File: config.mk
export PLATFORM = sky130hd
export DESIGN_NAME = pt_walker3
export DESIGN_NICKNAME = d
export VERILOG_FILES = /design/src/rtl/ptw_pkg.sv /design/src/rtl/ptw_perm.sv /design/src/rtl/ptw_ctrl.sv /design/src/rtl/ptw_dpath.sv /design/src/rtl/pt_walker3.sv
export SDC_FILE = /design/constraint.sdc
export NUM_CORES = 1
export LEC_CHECK = 0
export CAP_MARGIN = 5
export CORE_UTILIZATION = 40
export CTS_BUF_LIST = sky130_fd_sc_hd__clkbuf_16
export CTS_CLUSTER_SIZE = 25
export DETAILED_ROUTE_END_ITERATION = 8
export PLACE_DENSITY = 0.77
export SYNTH_ARGS = -nofsm -noshare
export SYNTH_HDL_FRONTEND = slang
export SYNTH_SLANG_ARGS = --single-unit
File: constraint.sdc
create_clock -name clk -period 7.2 [get_ports clk]
set_input_delay 1.44 -clock clk [delete_from_list [all_inputs] [get_ports clk]]
set_output_delay 1.44 -clock clk [all_outputs]
set_load 0.005 [all_outputs]
File: src/rtl/ptw_pkg.sv
package ptw_pkg;
  parameter int PAGE_BITS  = 12;
  parameter int LEVEL_BITS = 9;
  parameter int LEVELS     = 3;
  parameter int PPN_BITS   = 44;
  parameter int PTE_BITS   = 64;
  parameter int PTE_PPN_LSB = 10;
  parameter int PTE_BYTES_LOG = 3;
  localparam int VA_BITS  = PAGE_BITS + LEVELS * LEVEL_BITS;
  localparam int PA_BITS  = PPN_BITS + PAGE_BITS;
  localparam int VPN_BITS = LEVELS * LEVEL_BITS;
  localparam int LVL_W    = $clog2(LEVELS);

  localparam int ATTR_V = 0;
  localparam int ATTR_R = 1;
  localparam int ATTR_W = 2;
  localparam int ATTR_X = 3;
  localparam int ATTR_U = 4;
  localparam int ATTR_G = 5;

  typedef enum logic [2:0] {
    ERR_NONE = 3'd0, ERR_MEM = 3'd1, ERR_BAD_ENTRY = 3'd2,
    ERR_DENIED = 3'd3, ERR_SUPER_ALIGN = 3'd4, ERR_NEEDS_UPDATE = 3'd5
  } walkErr_e;

  typedef enum logic [1:0] {
    ACC_LOAD = 2'd0, ACC_STORE = 2'd1, ACC_AMO = 2'd2, ACC_FETCH = 2'd3
  } access_e;

  typedef struct packed {
    logic load;
    logic descend;
    logic finish;
  } ctrlStrobe_t;
endpackage

File: src/rtl/ptw_perm.sv
module ptw_perm
  import ptw_pkg::*;
(
  input  logic [7:0] attr,
  input  access_e    acc,
  input  logic       user,
  input  logic       mxr,
  input  logic       sum,
  output logic       allow
);
  logic readable, writable, userPage, dataReach, kindOk;

  always_comb begin
    readable  = attr[ATTR_R] | (attr[ATTR_X] & mxr);
    writable  = attr[ATTR_W];
    userPage  = attr[ATTR_U];
    dataReach = user ? userPage : (!userPage | sum);
    unique case (acc)
      ACC_LOAD:  kindOk = readable & dataReach;
      ACC_STORE: kindOk = writable & dataReach;
      ACC_AMO:   kindOk = readable & writable & dataReach;
      default:   kindOk = attr[ATTR_X] & (user ? userPage : !userPage);
    endcase
    allow = kindOk;
  end
endmodule

File: src/rtl/ptw_ctrl.sv
module ptw_ctrl
  import ptw_pkg::*;
(
  input  logic        clk,
  input  logic        rstN,
  input  logic        reqValid,
  input  logic        memReqReady,
  input  logic        memRspValid,
  input  logic        goDeeper,
  output ctrlStrobe_t strobe,
  output logic        reqReady,
  output logic        memReqValid,
  output logic        doneValid
);
  typedef enum logic [1:0] {S_IDLE, S_ISSUE, S_WAIT, S_DONE} state_e;
  state_e state, stateNext;

  always_comb begin
    strobe.load    = (state == S_IDLE) && reqValid;
    strobe.descend = (state == S_WAIT) && memRspValid && goDeeper;
    strobe.finish  = (state == S_WAIT) && memRspValid && !goDeeper;
    stateNext = state;
    unique case (state)
      S_IDLE:  if (reqValid) stateNext = S_ISSUE;
      S_ISSUE: if (memReqReady) stateNext = S_WAIT;
      S_WAIT:  if (memRspValid) stateNext = goDeeper ? S_ISSUE : S_DONE;
      default: stateNext = S_IDLE;
    endcase
  end

  always_ff @(posedge clk) begin
    if (!rstN) state <= S_IDLE;
    else       state <= stateNext;
  end

  assign reqReady    = (state == S_IDLE);
  assign memReqValid = (state == S_ISSUE);
  assign doneValid   = (state == S_DONE);

  p_idle_exclusive_r1: assert property (@(posedge clk) disable iff (!rstN)
    reqReady |-> (!memReqValid && !doneValid));
  p_done_single_r10: assert property (@(posedge clk) disable iff (!rstN)
    doneValid |=> (!doneValid && reqReady));
  p_req_held_r11: assert property (@(posedge clk) disable iff (!rstN)
    (memReqValid && !memReqReady) |=> memReqValid);
  p_no_req_while_done_r11: assert property (@(posedge clk) disable iff (!rstN)
    doneValid |-> !memReqValid);
endmodule

File: src/rtl/ptw_dpath.sv
module ptw_dpath
  import ptw_pkg::*;
(
  input  logic                clk,
  input  logic                rstN,
  input  ctrlStrobe_t         strobe,
  input  logic [VA_BITS-1:0]  reqVaddr,
  input  logic [PPN_BITS-1:0] reqRootPpn,
  input  access_e             reqAccess,
  input  logic                reqUser,
  input  logic                reqMxr,
  input  logic                reqSum,
  input  logic [PTE_BITS-1:0] memRspData,
  input  logic                memRspErr,
  output logic                goDeeper,
  output logic [PA_BITS-1:0]  memReqAddr,
  output walkErr_e            doneErr,
  output logic [PA_BITS-1:0]  donePaddr,
  output logic [PTE_BITS-1:0] donePte,
  output logic [PA_BITS-1:0]  donePteAddr,
  output logic [LVL_W-1:0]    doneLevel,
  output logic                doneGlobal
);
  logic [VA_BITS-1:0]    vaQ;
  access_e               accQ;
  logic                  userQ, mxrQ, sumQ, globalQ;
  logic [PPN_BITS-1:0]   baseQ;
  logic [LVL_W-1:0]      levelQ;

  logic [LEVEL_BITS-1:0] slice;
  logic [PA_BITS-1:0]    entryAddr;
  logic [7:0]            attr;
  logic [PPN_BITS-1:0]   leafPpn, lowMask, vpnExt, finalPpn;
  logic                  isInvalid, isPtr, misaligned, allow;
  walkErr_e              code;

  ptw_perm uPerm (
    .attr(attr), .acc(accQ), .user(userQ), .mxr(mxrQ), .sum(sumQ), .allow(allow)
  );

  always_comb begin
    slice     = vaQ[PAGE_BITS + 32'(levelQ) * LEVEL_BITS +: LEVEL_BITS];
    entryAddr = {baseQ, {PAGE_BITS{1'b0}}}
              + PA_BITS'({slice, {PTE_BYTES_LOG{1'b0}}});
    attr      = memRspData[7:0];
    leafPpn   = memRspData[PTE_PPN_LSB +: PPN_BITS];
    lowMask   = (PPN_BITS'(1) << (32'(levelQ) * LEVEL_BITS)) - PPN_BITS'(1);
    vpnExt    = PPN_BITS'(vaQ[VA_BITS-1:PAGE_BITS]);
    finalPpn  = leafPpn | (vpnExt & lowMask);
    isInvalid = !attr[ATTR_V] || (attr[ATTR_W] && !attr[ATTR_R]);
    isPtr     = !attr[ATTR_R] && !attr[ATTR_W] && !attr[ATTR_X];
    misaligned = |(leafPpn & lowMask);
    goDeeper  = !memRspErr && !isInvalid && isPtr && (levelQ != '0);
    if (memRspErr)      code = ERR_MEM;
    else if (isInvalid) code = ERR_BAD_ENTRY;
    else if (isPtr)     code = ERR_BAD_ENTRY;
    else if (!allow)    code = ERR_DENIED;
    else if (misaligned) code = ERR_SUPER_ALIGN;
    else                code = ERR_NONE;
  end

  always_ff @(posedge clk) begin
    if (!rstN) begin
      vaQ <= '0; accQ <= ACC_LOAD; userQ <= 1'b0; mxrQ <= 1'b0; sumQ <= 1'b0;
      baseQ <= '0; levelQ <= '0; globalQ <= 1'b0;
      doneErr <= ERR_NONE; donePaddr <= '0; donePte <= '0;
      donePteAddr <= '0; doneGlobal <= 1'b0;
    end else begin
      if (strobe.load) begin
        vaQ <= reqVaddr; accQ <= reqAccess; userQ <= reqUser;
        mxrQ <= reqMxr; sumQ <= reqSum;
        baseQ <= reqRootPpn;
        levelQ <= LVL_W'(LEVELS - 1);
        globalQ <= 1'b0;
      end
      if (strobe.descend) begin
        baseQ   <= leafPpn;
        levelQ  <= levelQ - LVL_W'(1);
        globalQ <= globalQ | attr[ATTR_G];
      end
      if (strobe.finish) begin
        doneErr     <= code;
        donePaddr   <= {finalPpn, vaQ[PAGE_BITS-1:0]};
        donePte     <= memRspData;
        donePteAddr <= entryAddr;
        doneGlobal  <= globalQ | (!memRspErr && attr[ATTR_G]);
      end
    end
  end

  assign memReqAddr = entryAddr;
  assign doneLevel  = levelQ;

  p_start_top_r2: assert property (@(posedge clk) disable iff (!rstN)
    strobe.load |=> (levelQ == LVL_W'(LEVELS - 1)));
  p_descend_step_r3: assert property (@(posedge clk) disable iff (!rstN)
    strobe.descend |=> (levelQ == $past(levelQ) - LVL_W'(1)));
  p_global_sticky_r8: assert property (@(posedge clk) disable iff (!rstN)
    (strobe.descend && globalQ) |=> globalQ);
  p_super_only_r6: assert property (@(posedge clk) disable iff (!rstN)
    (strobe.finish && code == ERR_SUPER_ALIGN) |-> (levelQ != '0));
  p_offset_kept_r7: assert property (@(posedge clk) disable iff (!rstN)
    (strobe.finish && code == ERR_NONE) |=>
      (donePaddr[PAGE_BITS-1:0] == vaQ[PAGE_BITS-1:0]));
endmodule

File: src/rtl/pt_walker3.sv
module pt_walker3
  import ptw_pkg::*;
(
  input  logic                clk,
  input  logic                rstN,
  input  logic                reqValid,
  output logic                reqReady,
  input  logic [VA_BITS-1:0]  reqVaddr,
  input  logic [PPN_BITS-1:0] reqRootPpn,
  input  logic [1:0]          reqAccess,
  input  logic                reqUser,
  input  logic                reqMxr,
  input  logic                reqSum,
  output logic                memReqValid,
  input  logic                memReqReady,
  output logic [PA_BITS-1:0]  memReqAddr,
  input  logic                memRspValid,
  input  logic [PTE_BITS-1:0] memRspData,
  input  logic                memRspErr,
  output logic                doneValid,
  output logic [2:0]          doneErr,
  output logic [PA_BITS-1:0]  donePaddr,
  output logic [PTE_BITS-1:0] donePte,
  output logic [PA_BITS-1:0]  donePteAddr,
  output logic [LVL_W-1:0]    doneLevel,
  output logic                doneGlobal
);
  ctrlStrobe_t strobe;
  logic        goDeeper;
  walkErr_e    errCode;

  ptw_ctrl uCtrl (
    .clk(clk), .rstN(rstN), .reqValid(reqValid), .memReqReady(memReqReady),
    .memRspValid(memRspValid), .goDeeper(goDeeper), .strobe(strobe),
    .reqReady(reqReady), .memReqValid(memReqValid), .doneValid(doneValid)
  );

  ptw_dpath uDpath (
    .clk(clk), .rstN(rstN), .strobe(strobe), .reqVaddr(reqVaddr),
    .reqRootPpn(reqRootPpn), .reqAccess(access_e'(reqAccess)), .reqUser(reqUser),
    .reqMxr(reqMxr), .reqSum(reqSum), .memRspData(memRspData),
    .memRspErr(memRspErr), .goDeeper(goDeeper), .memReqAddr(memReqAddr),
    .doneErr(errCode), .donePaddr(donePaddr), .donePte(donePte),
    .donePteAddr(donePteAddr), .doneLevel(doneLevel), .doneGlobal(doneGlobal)
  );

  assign doneErr = errCode;
endmodule

==> run summary, run 1 <==
Placement Rows: 59
Grt total ovfl: 0
Main flop type after synthesis: dfxtp_1
Max_cap viols: 0
FF-to-FF setup slack: 3.64 ns
Worst setup SP type: register
Syn avg cell area: 8.37 um^2
IR drop worst, VDD: 0.181 mV
Hold EP: uDpath.donePte[56]
WHS Path Cells: 2
Worst path required time: 5.76 ns
Max Freq: 240 MHz
Skew-Pair Late Insertion Delay: 0.54 ns
Crit path kind: register to output port
Final Cycle Share: 57.8%
Vias/cell: 5.06
Synth Cell Area: 10600 um^2
RePlAce Congestion: 0.826
IO Pins: 399
Synth area leader: dfxtp_1
Ys Warns: 0
Initial antenna violation count: 0
Period minus WS final: 4.16 ns
Share of layout cells above drive strength 1: 3.24%
Vias: 9802
FF+latch count, synth: 253
RSZ-0062 raised after global routing: false
Final Hold Vio Count: 0
Die X: 165 um
Post-Route WL: 34200 um
DP Wirelength: 23200 um
Worst-path fanout max: 16
DRT antenna net count: 0
N_diodes: 0
Clk slew on worst S/H paths: 0.06 ns
Synth top area cells: dfxtp_1, nand2_1, o211a_1, a21boi_0, a21boi_1
CORE AREA: 26100 um^2
Hold Crit Class: register to register
Setup tns final: 0 ns
Area grow syn2layout: 43.2%
First-pass GRT wire length: 51300 um
Detailed Route Iter0 Violations: 687
Top cell type's share of synthesized area: 47.6%
Placed Instances: 1887
Crit. End Element: output port
Htree depth: 1
Slew @ Worst Pin: 1.19 ns
I/O Buffers: 392
Vias in the first global route: 9233
Drt first pass iters: 5
GR Util All Layers: 24.1%
Die height: 165 um
Post-Synthesis Cells: 1273
Non-Filler Instances: 1938
Total CTS buffers: 28
Starting density of the core: 40.9%
Leak: 6.16 nW
Async S/R FF share, synth: 0%
Distinct cells, synth: 41
Final slew viol count: 0
Worst Hold Launch: uDpath.donePte[56]
Sequential area share after synthesis: 47.6%
Most frequent cells in the layout: nand2_1, clkdlybuf4s50_1, dfxtp_1
Die area: 27300 um^2
Reg2reg start: uDpath.doneLevel[0]
Worst path slowest cell: dfxtp_1
Commonest non-fill, non-tap cell in the layout: nand2_1
Pin count of the biggest net entering global routing: 161
Drt wl/cell: 17.7 um
Clock Tree Buf Depth: 3
CTS tree: done
Status: complete, no violations
CP peak stage delay: 0.62 ns
Max-slew headroom: 20.6%
Clk_skew: 0.0176 ns
Number of flops mapped to enable cells by yosys: 0
CP arrival: 2.72 ns
Worst reg2reg path depth: 7
Post-CTS setup buffers: 0
Residual DRC count: 0
Hold_buf cts: 0
Worst-path cell chain: nor2b_1 > nand2_1 > o21ai_0 > clkdlybuf4s50_1
Power Density: 210 nW/um^2
Root buf cell: clkbuf_16
R2R Path End: uDpath.donePte[55]
CTS Sinks: 253
Setup violations, final: 0
CTS resizes: 0
Final nets: 1750
## critical path, delay by kind of cell, from the launching register on
family / cells / cell delay, ns
AOI/OAI and AO/OA: 1 / 0.24
buffers and inverters: 1 / 0.62
DFF: 1 / 0.62
and+or+nand+nor: 2 / 0.70
## registers in the layout, indices dropped and copies added (netlist names), 2 cells and up
register and flops:
uDpath.donePaddr 39, uDpath.donePte 64, uDpath.doneErr 3, uDpath.baseQ 44
uDpath.accQ 2, uDpath.doneLevel 2, uDpath.donePteAddr 53, uDpath.vaQ 39
uCtrl.state 2
## cell usage after synthesis (all sizes together) (3+ instances only)
library cell / count
o21a: 3
a21oi: 31
buf: 57
and2: 3
nor3b: 10
nor4: 6
o21ai: 15
o211a: 72
nor2b: 6
a21boi: 165
dfxtp: 253
nand2: 459
inv: 11
mux2i: 9
clkbuf: 66
nor3: 4
nor2: 26
ha: 10
nand3: 49
## through the flow
stage / hold slack, ns / area (um^2) / utilization, % / setup slack, ns / total power, W
2_1_floorplan: 0.431 / 10700 / - / 4.25 / 0.00171
3_3_place_gp: 0.437 / 14400 / 55.4 / 2.69 / 0.00195
3_5_place_dp: 0.444 / 14400 / 55.4 / 2.63 / 0.00195
4_1_cts: 0.451 / 15200 / 58.5 / 2.95 / 0.00323
5_1_grt: 0.471 / 15200 / 58.5 / 2.86 / 0.00332
6_report: 0.451 / 15200 / 58.5 / 3.04 / 0.00320
## worst max path at each step
stage	start	end	cells after the start	slack (ns)
after floorplan	memRspData[1]	uDpath.donePaddr[30]	7	4.25
after global placement	memRspData[1]	uDpath.donePteAddr[11]	7	2.69
after detailed placement	memRspData[1]	uDpath.donePte[55]	7	2.63
after CTS	uDpath.doneLevel[0]	memReqAddr[9]	3	2.95
after global routing	uDpath.doneLevel[1]	memReqAddr[3]	4	2.86
final	uDpath.doneLevel[1]	memReqAddr[9]	4	3.04
## per-layer routing
| metal | track usage [%] | routed length [um] |
|---|---|---|
| met3 | 6.44 | 2620 |
| met5 | 0 | 0 |
| met2 | 42.0 | 16600 |
| met4 | 6.34 | 803 |
| met1 | 29.1 | 14200 |
## kinds of logic after synthesis
| group | Yosys count | share of synthesized area, % |
|---|---|---|
| other | 1 | 0.0352 |
| flip-flops | 253 | 47.6 |
| buffers and inverters | 134 | 6.49 |
| AND/OR/NAND/NOR | 568 | 22.1 |
| adder cells (fa/ha/maj) | 10 | 1.17 |
| AO/OA/AOI/OAI | 296 | 21.6 |
| multiplexers | 9 | 0.846 |
| XOR/XNOR | 2 | 0.165 |
## power by group
| group | switching, W | internal (W) |
|---|---|---|
| Combinational | 0.000198 | 0.000226 |
| Clock | 0.000557 | 0.000717 |
| Sequential | 0.0000436 | 0.00146 |
| Total | 0.000798 | 0.00240 |
## area by class of cell
cell class	instances	area, um^2
Inverter	11	41.3
Timing Repair Buffer	397	3980
Sequential cell	253	5060
Fill cell	2320	10800
Multi-Input combinational cell	891	4940
Clock inverter	22	85.1
Clock buffer	29	726
Tap cell	335	419
Note: power is estimated with default switching activity, not from simulation.
==> run 2: changes to the inputs <==
--- a/config.mk
+++ b/config.mk
@@ -10,7 +10,7 @@
 export CTS_BUF_LIST = sky130_fd_sc_hd__clkbuf_16
 export CTS_CLUSTER_SIZE = 25
 export DETAILED_ROUTE_END_ITERATION = 8
-export PLACE_DENSITY = 0.77
+export PLACE_DENSITY = 0.79
 export SYNTH_ARGS = -nofsm -noshare
 export SYNTH_HDL_FRONTEND = slang
 export SYNTH_SLANG_ARGS = --single-unit
==> constraint.sdc (replaced) <==
create_clock -name clk -period 3.4 [get_ports clk]
set_input_delay 0.68 -clock clk [delete_from_list [all_inputs] [get_ports clk]]
set_output_delay 0.68 -clock clk [all_outputs]
set_load 0.005 [all_outputs]
==> run summary, run 2 (same netlist as run 1, synthesis figures left out) <==
Skew-Pair Late Insertion Delay: 0.54 ns (about the same)
Vias in the first global route: 9409 (was 9233)
Die height: 165 um (unchanged)
Setup tns final: 0 ns (unchanged)
Clk_skew: 0.0133 ns (was 0.0176 ns)
Share of layout cells above drive strength 1: 4.28% (was 3.24%)
Starting density of the core: 40.9% (unchanged)
Area grow syn2layout: 44.6% (was 43.2%)
CTS Sinks: 253 (unchanged)
First-pass GRT wire length: 52500 um (was 51300 um)
WL met3: 2430 um (was 2620 um)
Post-Route WL: 34700 um (was 34200 um)
Max_cap viols: 0 (unchanged)
RSZ-0062 raised after global routing: false (unchanged)
Grt total ovfl: 0 (unchanged)
Post-CTS setup buffers: 0 (unchanged)
Slew @ Worst Pin: 0.715 ns (was 1.19 ns)
Top layer in use: met4 (unchanged)
Status: complete, no violations (unchanged)
Hold Crit Class: register to register (unchanged)
Pin count of the biggest net entering global routing: 98 (was 161)
Logic pwr share: 13.5% (was 13.3%)
Top flop regs: uDpath.donePte x64, uDpath.donePteAddr x53, uDpath.baseQ x44 (unchanged)
Crit path kind: register to output port (unchanged)
Hold_buf cts: 0 (unchanged)
Final nets: 1761 (was 1750)
Commonest non-fill, non-tap cell in the layout: nand2_1 (unchanged)
Clk slew on worst S/H paths: 0.06 ns (about the same)
Initial antenna violation count: 0 (unchanged)
Htree depth: 1 (unchanged)
Leak: 6.21 nW (was 6.16 nW)
Total CTS buffers: 28 (unchanged)
Clock Tree Buf Depth: 3 (unchanged)
Power Density: 443 nW/um^2 (was 210 nW/um^2)
Final Hold Vio Count: 0 (unchanged)
Psw: 0.00171 W (was 0.000798 W)
Residual DRC count: 0 (unchanged)
IO Pins: 399 (unchanged)
Vias/cell: 5.15 (was 5.06)
DRT antenna net count: 0 (unchanged)
Setup violations, final: 0 (unchanged)
Reg with most FFs: uDpath.donePte (unchanged)
Drt first pass iters: 5 (unchanged)
Die area: 27300 um^2 (unchanged)
Placement Rows: 59 (unchanged)
RePlAce Congestion: 0.844 (was 0.826)
Root buf cell: clkbuf_16 (unchanged)
CORE AREA: 26100 um^2 (unchanged)
Period minus WS final: 3.22 ns
Max-slew headroom: 52.3% (was 20.6%)
Final Cycle Share: 94.6%
Metal2 WL: 16700 um (was 16600 um)
Met1 wire length: 14700 um (was 14200 um)
Vias: 10000 (was 9802)
Most frequent cells in the layout: nand2_1, clkdlybuf4s50_1, dfxtp_1 (unchanged)
Final slew viol count: 0 (unchanged)
Drt wl/cell: 17.8 um (was 17.7 um)
I/O Buffers: 392 (unchanged)
Worst setup SP type: register (unchanged)
Int Power: 0.00510 W (was 0.00240 W)
Fillers: 2277 (was 2320)
CTS tree: done (unchanged)
Detailed Route Iter0 Violations: 798 (was 687)
Die X: 165 um (unchanged)
Crit. End Element: output port (unchanged)
Max reg flops: 64 (unchanged)
N_diodes: 0 (unchanged)
Reg power frac: 46.6% (was 46.9%)
Max Freq: 311 MHz
IR drop worst, VDD: 0.381 mV (was 0.181 mV)
Clock power frac: 39.9% (was 39.8%)
Worst-path fanout max: 16 (unchanged)
Total Power: 0.00681 W (was 0.00320 W)
Switching share of power: 25.2% (was 25.0%)
GR Util All Layers: 24.6% (was 24.1%)
Worst path required time: 2.72 ns (was 5.76 ns)
DP Wirelength: 24500 um (was 23200 um)
CP arrival: 2.54 ns (was 2.72 ns)
## run 2: cell types whose count changed in the layout (fill, tap and decap cells not counted)
cell        previous run  this run
buf_4                  4        11
dfxtp_2                0         1
inv_1                 22        18
clkinv_2               2         3
buf_12                 1         5
nor2b_2                0         1
clkinvlp_4             0         3
nor2b_1                5         4
dfxtp_1              253       252
clkinv_1               9         8
## run 2: metrics by stage
step	setup WS (ns)	instance area [um^2]	hold slack (ns)	std cells	utilization, %
after floorplan	0.884	10700	0.431	1278	-
after global placement	0.485	14600	0.436	1898	55.9
after detailed placement	0.409	14600	0.445	1898	55.9
after CTS	0.0102	15400	0.452	1948	59.1
after global routing	0.0428	15400	0.469	1948	59.1
final	0.183	15400	0.447	1948	59.1
## run 2: layout make-up
class                           count  area (um^2)  area share [%]
Clock buffer                       29          726            4.71
Inverter                           11         41.3           0.268
Clock inverter                     21         93.8           0.610
Multi-Input combinational cell    891         4940            32.1
Tap cell                          335          419            2.72
Sequential cell                   253         5070            32.9
Timing Repair Buffer              408         4110            26.7
## run 2: final timing paths
path	start	endpoint	slack, ns	depth (start not counted)
worst max register to register	uDpath.doneLevel[1]	uDpath.doneErr[2]	0.85	7
worst max-delay path	uDpath.doneLevel[1]	memReqAddr[9]	0.18	4
worst min-delay path	uDpath.vaQ[1]	uDpath.donePaddr[1]	0.45	2
worst min register to register	uDpath.vaQ[1]	uDpath.donePaddr[1]	0.45	2
## run 2: power groups by stage
| stage | clock, W | combinational, W | sequential (W) |
|---|---|---|---|
| after floorplan | 0 | 0.000400 | 0.00322 |
| after global placement | 0 | 0.000906 | 0.00323 |
| after detailed placement | 0 | 0.000919 | 0.00324 |
| after CTS | 0.00278 | 0.000925 | 0.00317 |
| after global routing | 0.00288 | 0.000999 | 0.00319 |
| final | 0.00272 | 0.000917 | 0.00317 |
## run 2: worst max-delay path: stages, from the launching register on
cell,delay [ns]
dfxtp_1,0.60
nor2b_2,0.42
nand2_1,0.08
o21ai_0,0.25
clkdlybuf4s50_1,0.64
## run 2: repair_timing
item	4_1_cts	5_1_grt
setup endpoints to repair	2	9
cloned	0	0
gates resized for setup	1	1
## run 2: per-layer routing
metal / vias to the layer above / global-route usage (%)
met2: 314 / 41.7
met1: 4808 / 31.2
li1: 4852 / -
met5: - / 0
met3: 55 / 5.24
met4: 0 / 6.96
==> run 3: changes to the inputs <==
--- a/config.mk
+++ b/config.mk
@@ -6,11 +6,11 @@
 export NUM_CORES = 1
 export LEC_CHECK = 0
 export CAP_MARGIN = 5
-export CORE_UTILIZATION = 40
+export CORE_UTILIZATION = 35
 export CTS_BUF_LIST = sky130_fd_sc_hd__clkbuf_16
 export CTS_CLUSTER_SIZE = 25
 export DETAILED_ROUTE_END_ITERATION = 8
-export PLACE_DENSITY = 0.79
+export PLACE_DENSITY = 0.71
 export SYNTH_ARGS = -nofsm -noshare
 export SYNTH_HDL_FRONTEND = slang
 export SYNTH_SLANG_ARGS = --single-unit
==> run summary, run 3 (same netlist as run 1, synthesis figures left out) <==
Status: complete, no violations (unchanged)
Htree depth: 1 (unchanged)
Critical path launch point: uDpath.doneLevel[1] (unchanged)
Clk_skew: 0.00728 ns (was 0.0133 ns)
Fillers: 2779 (was 2277)
Clk slew on worst S/H paths: 0.06 ns (about the same)
Switching share of power: 24.6% (was 25.2%)
Reg power frac: 44.8% (was 46.6%)
Final Cycle Share: 92.5% (was 94.6%)
Psw: 0.00174 W (was 0.00171 W)
Final nets: 1759 (was 1761)
IO Pins: 399 (unchanged)
Placement Rows: 63 (was 59)
Crit. End Element: output port (unchanged)
Root buf cell: clkbuf_16 (unchanged)
Die height: 176 um (was 165 um)
Most frequent cells in the layout: nand2_1, clkdlybuf4s50_1, dfxtp_1 (unchanged)
Max reg flops: 64 (unchanged)
Vias in the first global route: 9554 (was 9409)
Hold Crit Class: register to register (unchanged)
GR Util All Layers: 22.0% (was 24.6%)
Sequential Area: 5070 um^2 (unchanged)
Grt total ovfl: 0 (unchanged)
Drt first pass iters: 5 (unchanged)
Setup violations, final: 0 (unchanged)
Final slew viol count: 0 (unchanged)
IR drop worst, VDD: 0.328 mV (was 0.381 mV)
Max-slew headroom: 52.3% (about the same)
Leak: 6.25 nW (was 6.21 nW)
DP Wirelength: 24600 um (was 24500 um)
Detailed Route Iter0 Violations: 557 (was 798)
Vias/cell: 4.94 (was 5.15)
Crit path kind: register to output port (unchanged)
Skew-Pair Late Insertion Delay: 0.53 ns (was 0.54 ns)
Initial antenna violation count: 2 (was 0)
CTS Sinks: 253 (unchanged)
CTS tree: done (unchanged)
Vias: 9888 (was 10000)
Worst Setup Slack, final: 0.256 ns (was 0.183 ns)
Share of layout cells above drive strength 1: 4.41% (was 4.28%)
Worst path slowest cell: clkdlybuf4s50_1 (unchanged)
Top flop regs: uDpath.donePte x64, uDpath.donePteAddr x53, uDpath.baseQ x44 (unchanged)
Clock power frac: 42.2% (was 39.9%)
Starting density of the core: 35.7% (was 40.9%)
Logic pwr share: 13.0% (was 13.5%)
Max_cap viols: 0 (unchanged)
CP arrival: 2.46 ns (was 2.54 ns)
Int Power: 0.00534 W (was 0.00510 W)
Slew @ Worst Pin: 0.716 ns (was 0.715 ns)
Worst-path fanout max: 16 (unchanged)
Pin count of the biggest net entering global routing: 106 (was 98)
Area of the multi-input gates: 4940 um^2 (unchanged)
Worst-path cell chain: nor2b_2 > nand2_1 > o21ai_0 > clkdlybuf4s50_1 (unchanged)
Max Freq: 318 MHz (was 311 MHz)
Post-Route WL: 35400 um (was 34700 um)
RePlAce Congestion: 0.786 (was 0.844)
First-pass GRT wire length: 53600 um (was 52500 um)
Worst Hold Launch: uDpath.donePte[60] (was uDpath.vaQ[1])
Die area: 31100 um^2 (was 27300 um^2)
Total CTS buffers: 29 (was 28)
Power Density: 455 nW/um^2 (was 443 nW/um^2)
Worst path required time: 2.72 ns (about the same)
Reg with most FFs: uDpath.donePte (unchanged)
Commonest non-fill, non-tap cell in the layout: nand2_1 (unchanged)
RSZ-0062 raised after global routing: false (unchanged)
CORE AREA: 29800 um^2 (was 26100 um^2)
Final Hold Vio Count: 0 (unchanged)
Residual DRC count: 0 (unchanged)
Reg2reg start: uDpath.doneLevel[0] (was uDpath.doneLevel[1])
Setup Slack @ Placement: 0.468 ns (was 0.409 ns)
Setup tns final: 0 ns (unchanged)
CP peak stage delay: 0.62 ns (was 0.64 ns)
DRT antenna net count: 0 (unchanged)
Area grow syn2layout: 46.1% (was 44.6%)
I/O Buffers: 392 (unchanged)
Period minus WS final: 3.14 ns (was 3.22 ns)
Clock Tree Buf Depth: 3 (unchanged)
Drt wl/cell: 17.7 um (was 17.8 um)
Die X: 176 um (was 165 um)
Worst setup SP type: register (unchanged)
-- run 3: layer usage --
| metal | global-route usage [%] | routed length [um] |
|---|---|---|
| met5 | 0 | 0 |
| met4 | 9.81 | 1520 |
| met3 | 5.36 | 2460 |
| met2 | 36.3 | 16400 |
| met1 | 27.0 | 14900 |
-- run 3: cell type report --
| class | count | area share, % |
|---|---|---|
| Antenna cell | 2 | 0.0322 |
| Clock buffer | 29 | 4.66 |
| Tap cell | 390 | 3.14 |
| Inverter | 11 | 0.265 |
| Clock inverter | 21 | 1.12 |
| Timing Repair Buffer | 405 | 26.5 |
| Multi-Input combinational cell | 891 | 31.7 |
| Sequential cell | 253 | 32.6 |
-- run 3: repair_timing --
item                                    CTS  global route
resized for setup                         0             2
endpoints found under the setup margin    0             5
hold buffers                              0             0
setup buffers                             0             0
-- run 3: stage by stage --
stage / hold slack [ns] / area [um^2] / total power, W / std cells / util (%)
after floorplan: 0.431 / 10700 / 0.00362 / 1278 / -
after global placement: 0.438 / 14700 / 0.00415 / 1950 / 49.2
after detailed placement: 0.444 / 14700 / 0.00416 / 1950 / 49.2
after CTS: 0.452 / 15600 / 0.00718 / 2000 / 52.2
after global routing: 0.463 / 15600 / 0.00739 / 2001 / 52.2
final: 0.450 / 15600 / 0.00708 / 2002 / 52.2
-- run 3: power by group through the flow --
stage	combinational, W	sequential (W)	clock, W
finish	0.000919	0.00317	0.00299
global route	0.00100	0.00319	0.00320
CTS	0.000930	0.00317	0.00308
detailed placement	0.000926	0.00324	0
global placement	0.000916	0.00323	0
floorplan	0.000400	0.00322	0
-- run 3: final timing paths --
| path | to | slack (ns) | depth (start not counted) |
|---|---|---|---|
| max reg2reg | uDpath.doneErr[2] | 0.82 | 7 |
| max | memReqAddr[3] | 0.26 | 4 |
| min reg2reg | uDpath.donePte[60] | 0.45 | 2 |
| min | uDpath.donePte[60] | 0.45 | 2 |
-- run 3: worst max-delay path: cells and delay by family, from the launching register on --
kind,cells,cell delay [ns]
buffers and inverters,1,0.62
flip-flops,1,0.59
AND/OR/NAND/NOR,2,0.49
AO/OA/AOI/OAI,1,0.23
